`src/rtl/rcp_pkg.sv`:
```
package rcp_pkg;

    localparam int unsigned RCP_ADDR_W   = 16;
    localparam int unsigned RCP_DATA_W   = 8;
    localparam int unsigned RCP_PORT     = 32'h0000_0CF9;
    localparam int unsigned RCP_TRIG_BIT = 2;
    localparam int unsigned RCP_KIND_BIT = 1;

    typedef enum logic [0:0] {
        ST_IDLE = 1'b0,
        ST_FIRE = 1'b1
    } rcp_state_e;

endpackage

```
`src/rtl/rcp_decode.sv`:
```
module rcp_decode #(
    parameter int unsigned ADDR_W   = rcp_pkg::RCP_ADDR_W,
    parameter int unsigned DATA_W   = rcp_pkg::RCP_DATA_W,
    parameter int unsigned PORT     = rcp_pkg::RCP_PORT,
    parameter int unsigned TRIG_BIT = rcp_pkg::RCP_TRIG_BIT
) (
    input  logic [ADDR_W-1:0] io_addr,
    input  logic              io_wr,
    input  logic              io_rd,
    input  logic [DATA_W-1:0] io_wdata,
    output logic              wr_store,
    output logic              wr_trig,
    output logic              rd_sel
);

    localparam logic [ADDR_W-1:0] PORT_A = ADDR_W'(PORT);

    logic hit;

    always_comb begin
        hit      = (io_addr == PORT_A);
        wr_trig  = hit && io_wr && io_wdata[TRIG_BIT];
        wr_store = hit && io_wr && !io_wdata[TRIG_BIT];
        rd_sel   = hit && io_rd;
    end

endmodule

```
`src/rtl/rcp_store.sv`:
```
module rcp_store #(
    parameter int unsigned DATA_W   = rcp_pkg::RCP_DATA_W,
    parameter int unsigned KIND_BIT = rcp_pkg::RCP_KIND_BIT
) (
    input  logic              clk,
    input  logic              rst_n,
    input  logic              wr_store,
    input  logic              wr_trig,
    input  logic              rd_sel,
    input  logic [DATA_W-1:0] io_wdata,
    output logic [DATA_W-1:0] io_rdata
);

    localparam logic [DATA_W-1:0] KEEP_MASK = DATA_W'(1) << KIND_BIT;

    logic [DATA_W-1:0] held;

    always_ff @(posedge clk or negedge rst_n) begin
        if (!rst_n) begin
            held <= '0;
        end else if (wr_store) begin
            held <= io_wdata & KEEP_MASK;
        end
    end

    always_comb begin
        io_rdata = rd_sel ? held : '0;
    end

    // no bit outside the reset-kind position is ever held
    a_r3_only_kind: assert property (@(posedge clk) disable iff (!rst_n)
        (held & ~KEEP_MASK) == '0);

    // a trigger write leaves the held byte alone
    a_r4_trig_keeps: assert property (@(posedge clk) disable iff (!rst_n)
        wr_trig |=> $stable(held));

    // without a store strobe the held byte does not move
    a_r6_no_store_keeps: assert property (@(posedge clk) disable iff (!rst_n)
        !wr_store |=> $stable(held));

endmodule

```
`src/rtl/rcp_pulse.sv`:
```
module rcp_pulse
    import rcp_pkg::*;
(
    input  logic clk,
    input  logic rst_n,
    input  logic wr_trig,
    output logic sys_rst_req
);

    rcp_state_e state, state_nx;

    always_ff @(posedge clk or negedge rst_n) begin
        if (!rst_n) begin
            state <= ST_IDLE;
        end else begin
            state <= state_nx;
        end
    end

    always_comb begin
        state_nx = state;
        unique case (state)
            ST_IDLE: if (wr_trig) state_nx = ST_FIRE;                 // T_ARM
            ST_FIRE: state_nx = wr_trig ? ST_FIRE : ST_IDLE;          // T_REARM / T_DONE
            default: state_nx = ST_IDLE;
        endcase
    end

    always_comb begin
        sys_rst_req = (state == ST_FIRE);
    end

    // a pulse with no fresh trigger ends after one cycle
    a_r5_single_cycle: assert property (@(posedge clk) disable iff (!rst_n)
        (sys_rst_req && !wr_trig) |=> !sys_rst_req);

endmodule

```
`src/rtl/rst_ctl_port.sv`:
```
module rst_ctl_port #(
    parameter int unsigned ADDR_W   = rcp_pkg::RCP_ADDR_W,
    parameter int unsigned DATA_W   = rcp_pkg::RCP_DATA_W,
    parameter int unsigned PORT     = rcp_pkg::RCP_PORT,
    parameter int unsigned TRIG_BIT = rcp_pkg::RCP_TRIG_BIT,
    parameter int unsigned KIND_BIT = rcp_pkg::RCP_KIND_BIT
) (
    input  logic              clk,
    input  logic              rst_n,
    input  logic [ADDR_W-1:0] io_addr,
    input  logic              io_wr,
    input  logic              io_rd,
    input  logic [DATA_W-1:0] io_wdata,
    output logic [DATA_W-1:0] io_rdata,
    output logic              sys_rst_req
);

    localparam logic [ADDR_W-1:0] PORT_A = ADDR_W'(PORT);

    logic wr_store, wr_trig, rd_sel;

    rcp_decode #(
        .ADDR_W(ADDR_W), .DATA_W(DATA_W), .PORT(PORT), .TRIG_BIT(TRIG_BIT)
    ) u_dec (
        .io_addr(io_addr), .io_wr(io_wr), .io_rd(io_rd), .io_wdata(io_wdata),
        .wr_store(wr_store), .wr_trig(wr_trig), .rd_sel(rd_sel)
    );

    rcp_store #(
        .DATA_W(DATA_W), .KIND_BIT(KIND_BIT)
    ) u_store (
        .clk(clk), .rst_n(rst_n), .wr_store(wr_store), .wr_trig(wr_trig),
        .rd_sel(rd_sel), .io_wdata(io_wdata), .io_rdata(io_rdata)
    );

    rcp_pulse u_pulse (
        .clk(clk), .rst_n(rst_n), .wr_trig(wr_trig), .sys_rst_req(sys_rst_req)
    );

    // a trigger write at the port raises the request one cycle later
    a_r4_req_next: assert property (@(posedge clk) disable iff (!rst_n)
        (io_wr && io_addr == PORT_A && io_wdata[TRIG_BIT]) |=> sys_rst_req);

    // anything other than a trigger write keeps the request low next cycle
    a_r6_miss_no_req: assert property (@(posedge clk) disable iff (!rst_n)
        !(io_wr && io_addr == PORT_A && io_wdata[TRIG_BIT]) |=> !sys_rst_req);

endmodule

```
`config.mk`:
```
export PLATFORM = sky130hd
export DESIGN_NAME = rst_ctl_port
export DESIGN_NICKNAME = d
export VERILOG_FILES = /design/src/rtl/rcp_pkg.sv /design/src/rtl/rcp_decode.sv /design/src/rtl/rcp_store.sv /design/src/rtl/rcp_pulse.sv /design/src/rtl/rst_ctl_port.sv
export SDC_FILE = /design/constraint.sdc
export NUM_CORES = 1
export LEC_CHECK = 0
export ABC_AREA = 1
export BUFFER_PORTS_ARGS = -buffer_cell sky130_fd_sc_hd__buf_2
export CELL_PAD_IN_SITES_DETAIL_PLACEMENT = 1
export CELL_PAD_IN_SITES_GLOBAL_PLACEMENT = 1
export CORE_MARGIN = 5
export CORE_UTILIZATION = 14
export CTS_CLUSTER_DIAMETER = 50
export DETAILED_ROUTE_END_ITERATION = 16
export PLACE_DENSITY = 0.82
export SYNTH_ARGS = -nofsm -noshare
export SYNTH_HDL_FRONTEND = slang
export SYNTH_HIERARCHICAL = 1
export SYNTH_SLANG_ARGS = --single-unit
```
`constraint.sdc`:
```
create_clock -name clk -period 2.8 [get_ports clk]
set_clock_uncertainty 0.2 [all_clocks]
set_input_delay 0.56 -clock clk [delete_from_list [all_inputs] [get_ports clk]]
set_output_delay 0.56 -clock clk [all_outputs]
set_load 0.05 [all_outputs]
```
==> summary.md <==
| Metric | Value |
|---|---|
| Status | finished clean |
| CTS buffer count | 3 |
| Tot GR Track Use | 0.0592 |
| First-pass GRT wire length | 1060 um |
| Wire length per cell | between 8 and 9 um |
| Crit path required time | 2.04 ns |
| RePlAce Congestion | approximately 0.67 |
| Vias per cell | 3.49 |
| Max Root-Sink Buffers | 2 |
| Area of the mapped netlist | approximately 220 um^2 |
| Max VDD drop | 0.0000721 V |
| Via count | ~280 |
| Full die area | between 2000 and 2500 um^2 |
| ANT cells | 0 |
| Total grt overflow | 0 |
| Number of nets in the layout | 93 |
| Final wirelength | 688 um |
| Setup-failing EPs final | 0 |
| IO buf count | 23 |
| Finished Layout Cells | between 70 and 80 |
| Count of cell types in the netlist | 10 |
| Period minus WS final | between 2 and 2.5 ns |
| CTS Sinks | 2 |
| Reg clk slew, reported paths | 0.03 ns |
| Ports | 37 |
| Post-DRT Antenna Nets | 0 |
| Setup CP Type | input pin to primary output |
| Latest clock arrival within the worst-skew pair | 0.22 ns |
| Row cnt | 14 |
| Xor-xnor portion of the synthesized cell area | 0 |
| Placed cell count | between 70 and 80 |
| Worst Setup End Kind | primary output |
| Cell area power density | between 300 and 400 nW/um^2 |
| Largest net degree at the start of global routing | 3 |
| CTS tree | built |
| DP Worst Slack | between 0.6 and 0.7 ns |
| DR iter-0 viols | 1 |
| Synth Area in Adders | 0 |
| Initial antenna violation count | 0 |
| Hold crit path type | flip-flop to flip-flop |
| Flops & latches, synth | 2 |
| Multiplexer share of the synthesized area | 0 |
| Fin worst setup slack | about 0.61 ns |
| Clk root buf | clkbuf_4 |
| Mapped Cells | 37 |
| RSZ-0062 raised after global routing | no |
| Number of hold violations in the final report | 0 |
| DP HPWL | 618 um |
| Post-synthesis compound-gate area fraction | 0 |
| Max-cap violations | 0 |
| Yosys Warn Count | 6 |
| Final period util | 0.782 |
| Leakage Power | between 0.2 and 0.25 nW |
| Vert. Die Dim | between 40 and 50 um |
| Share of cells above drive strength 1 | 0.429 |
| Worst Hold Depth | 2 |
| Worst Path Arrival | 1.43 ns |
| H-Tree Depth | 1 |
| Simple-gate area share of the yosys netlist | 0.387 |
| Starting Density | 0.145 |
| Sequential fraction of the synthesis area | 0.231 |
| TNS Setup | 0 ns |
| DRC errors left | 0 |
| Startpoint Class | input pin |
| Slew Viols, Final | 0 |
| Post-CTS sizing | 0 |
| Pre-antenna DRT Iters | 4 |
| Critical path fanouts, max | 2 |
| Max Clock Freq | roughly 0.46 GHz |
| Area grow syn2layout | 63.6% |
| Largest family of logic cells by synthesized area | simple AND/OR/NAND/NOR gates |
| Avg Inst Size Synth | 5.85 um^2 |
| R2r worst-path depth | 2 |
| Area of the core | 1490 um^2 |
| Vias in the first global route | around 300 |
| Die Width | roughly 50 um |
logic make-up (layout without fill, tap and decap cells):
logic type | after synthesis | after routing
buffers and inverters | 14 | 34
flip-flops | 2 | 2
other | 1 | 7
AND/OR/NAND/NOR | 20 | 20
cells in the final DEF, fill, tap and decap left out:
cell type and instances:
buf_2 23, nand2_1 9, inv_1 7, nor2_1 7, conb_1 7, clkbuf_4 3, dfrtp_1 2, dlygate4sd3_1 1
nand4_1 1, nor2_2 1, nand3_1 1, and3_1 1
critical path, stage by stage:
cell	delay (ns)
buf_2	0.09
nor2_1	0.09
nand2_1	0.06
nor2_1	0.13
and3_1	0.16
nand2_1	0.05
inv_1	0.04
buf_2	0.25
layout make-up:
class,count,area [um^2]
Fill cell,204,1130
Timing Repair Buffer,24,125
Multi-Input combinational cell,27,110
Sequential cell,2,50.0
Inverter,7,26.3
Clock buffer,3,22.5
Tap cell,16,20.0
registers in the layout (all words and copies together), names as in the netlist:
name,flops
u_pulse/sys_rst_req,1
u_store/held,1
metrics by stage:
step                power [mW]  utilization  hold WS [ns]  instance area, um^2
finish                   0.133        0.238         0.301                  354
global route             0.142        0.238         0.320                  354
CTS                      0.136        0.238         0.304                  354
detailed placement      0.0687        0.216         0.147                  322
global placement        0.0679        0.216         0.145                  322
floorplan               0.0615            -        0.0644                  239
layer usage:
layer	part of all wire	routed length, um	GRT usage
met5	0	0	0
met4	0	0	0.0673
met3	0.12	81	0.0245
met2	0.61	417	0.112
met1	0.27	189	0.0366
worst paths after layout:
path	start	to	slack [ns]
worst max-delay path	io_addr[9]	io_rdata[1]	0.61
worst min-delay path	u_store/held[1]	u_store/held[1]	0.30
worst max register to register	u_store/held[1]	u_store/held[1]	1.98
worst min register to register	u_store/held[1]	u_store/held[1]	0.30
max in group asynchronous	rst_n	u_store/held[1]	1.85
min in group asynchronous	rst_n	u_pulse/sys_rst_req	0.45
repair_timing:
action | CTS | global route
hold endpoints to repair | 2 | 0
hold buffers | 1 | 0
buffers inserted | 0 | 0
power breakdown:
part	leakage [nW]	switching [mW]	total [mW]	internal (mW)
Combinational	0.198	0.0276	0.0405	0.0129
Sequential	0.0280	0.00000148	0.0291	0.0291
Clock	0.0138	0.0157	0.0629	0.0472
Total	0.239	0.0433	0.133	0.0893
synthesized netlist by cell type:
cell | count | share of area
nor2_2 | 1 | 0.029
conb_1 | 1 | 0.017
nor2_1 | 7 | 0.12
nand3_1 | 1 | 0.023
nand4_1 | 1 | 0.029
dfrtp_1 | 2 | 0.23
inv_1 | 7 | 0.12
buf_4 | 7 | 0.24
nand2_1 | 9 | 0.16
and3_1 | 1 | 0.029
No activity file was read; power rests on OpenSTA's default activity.
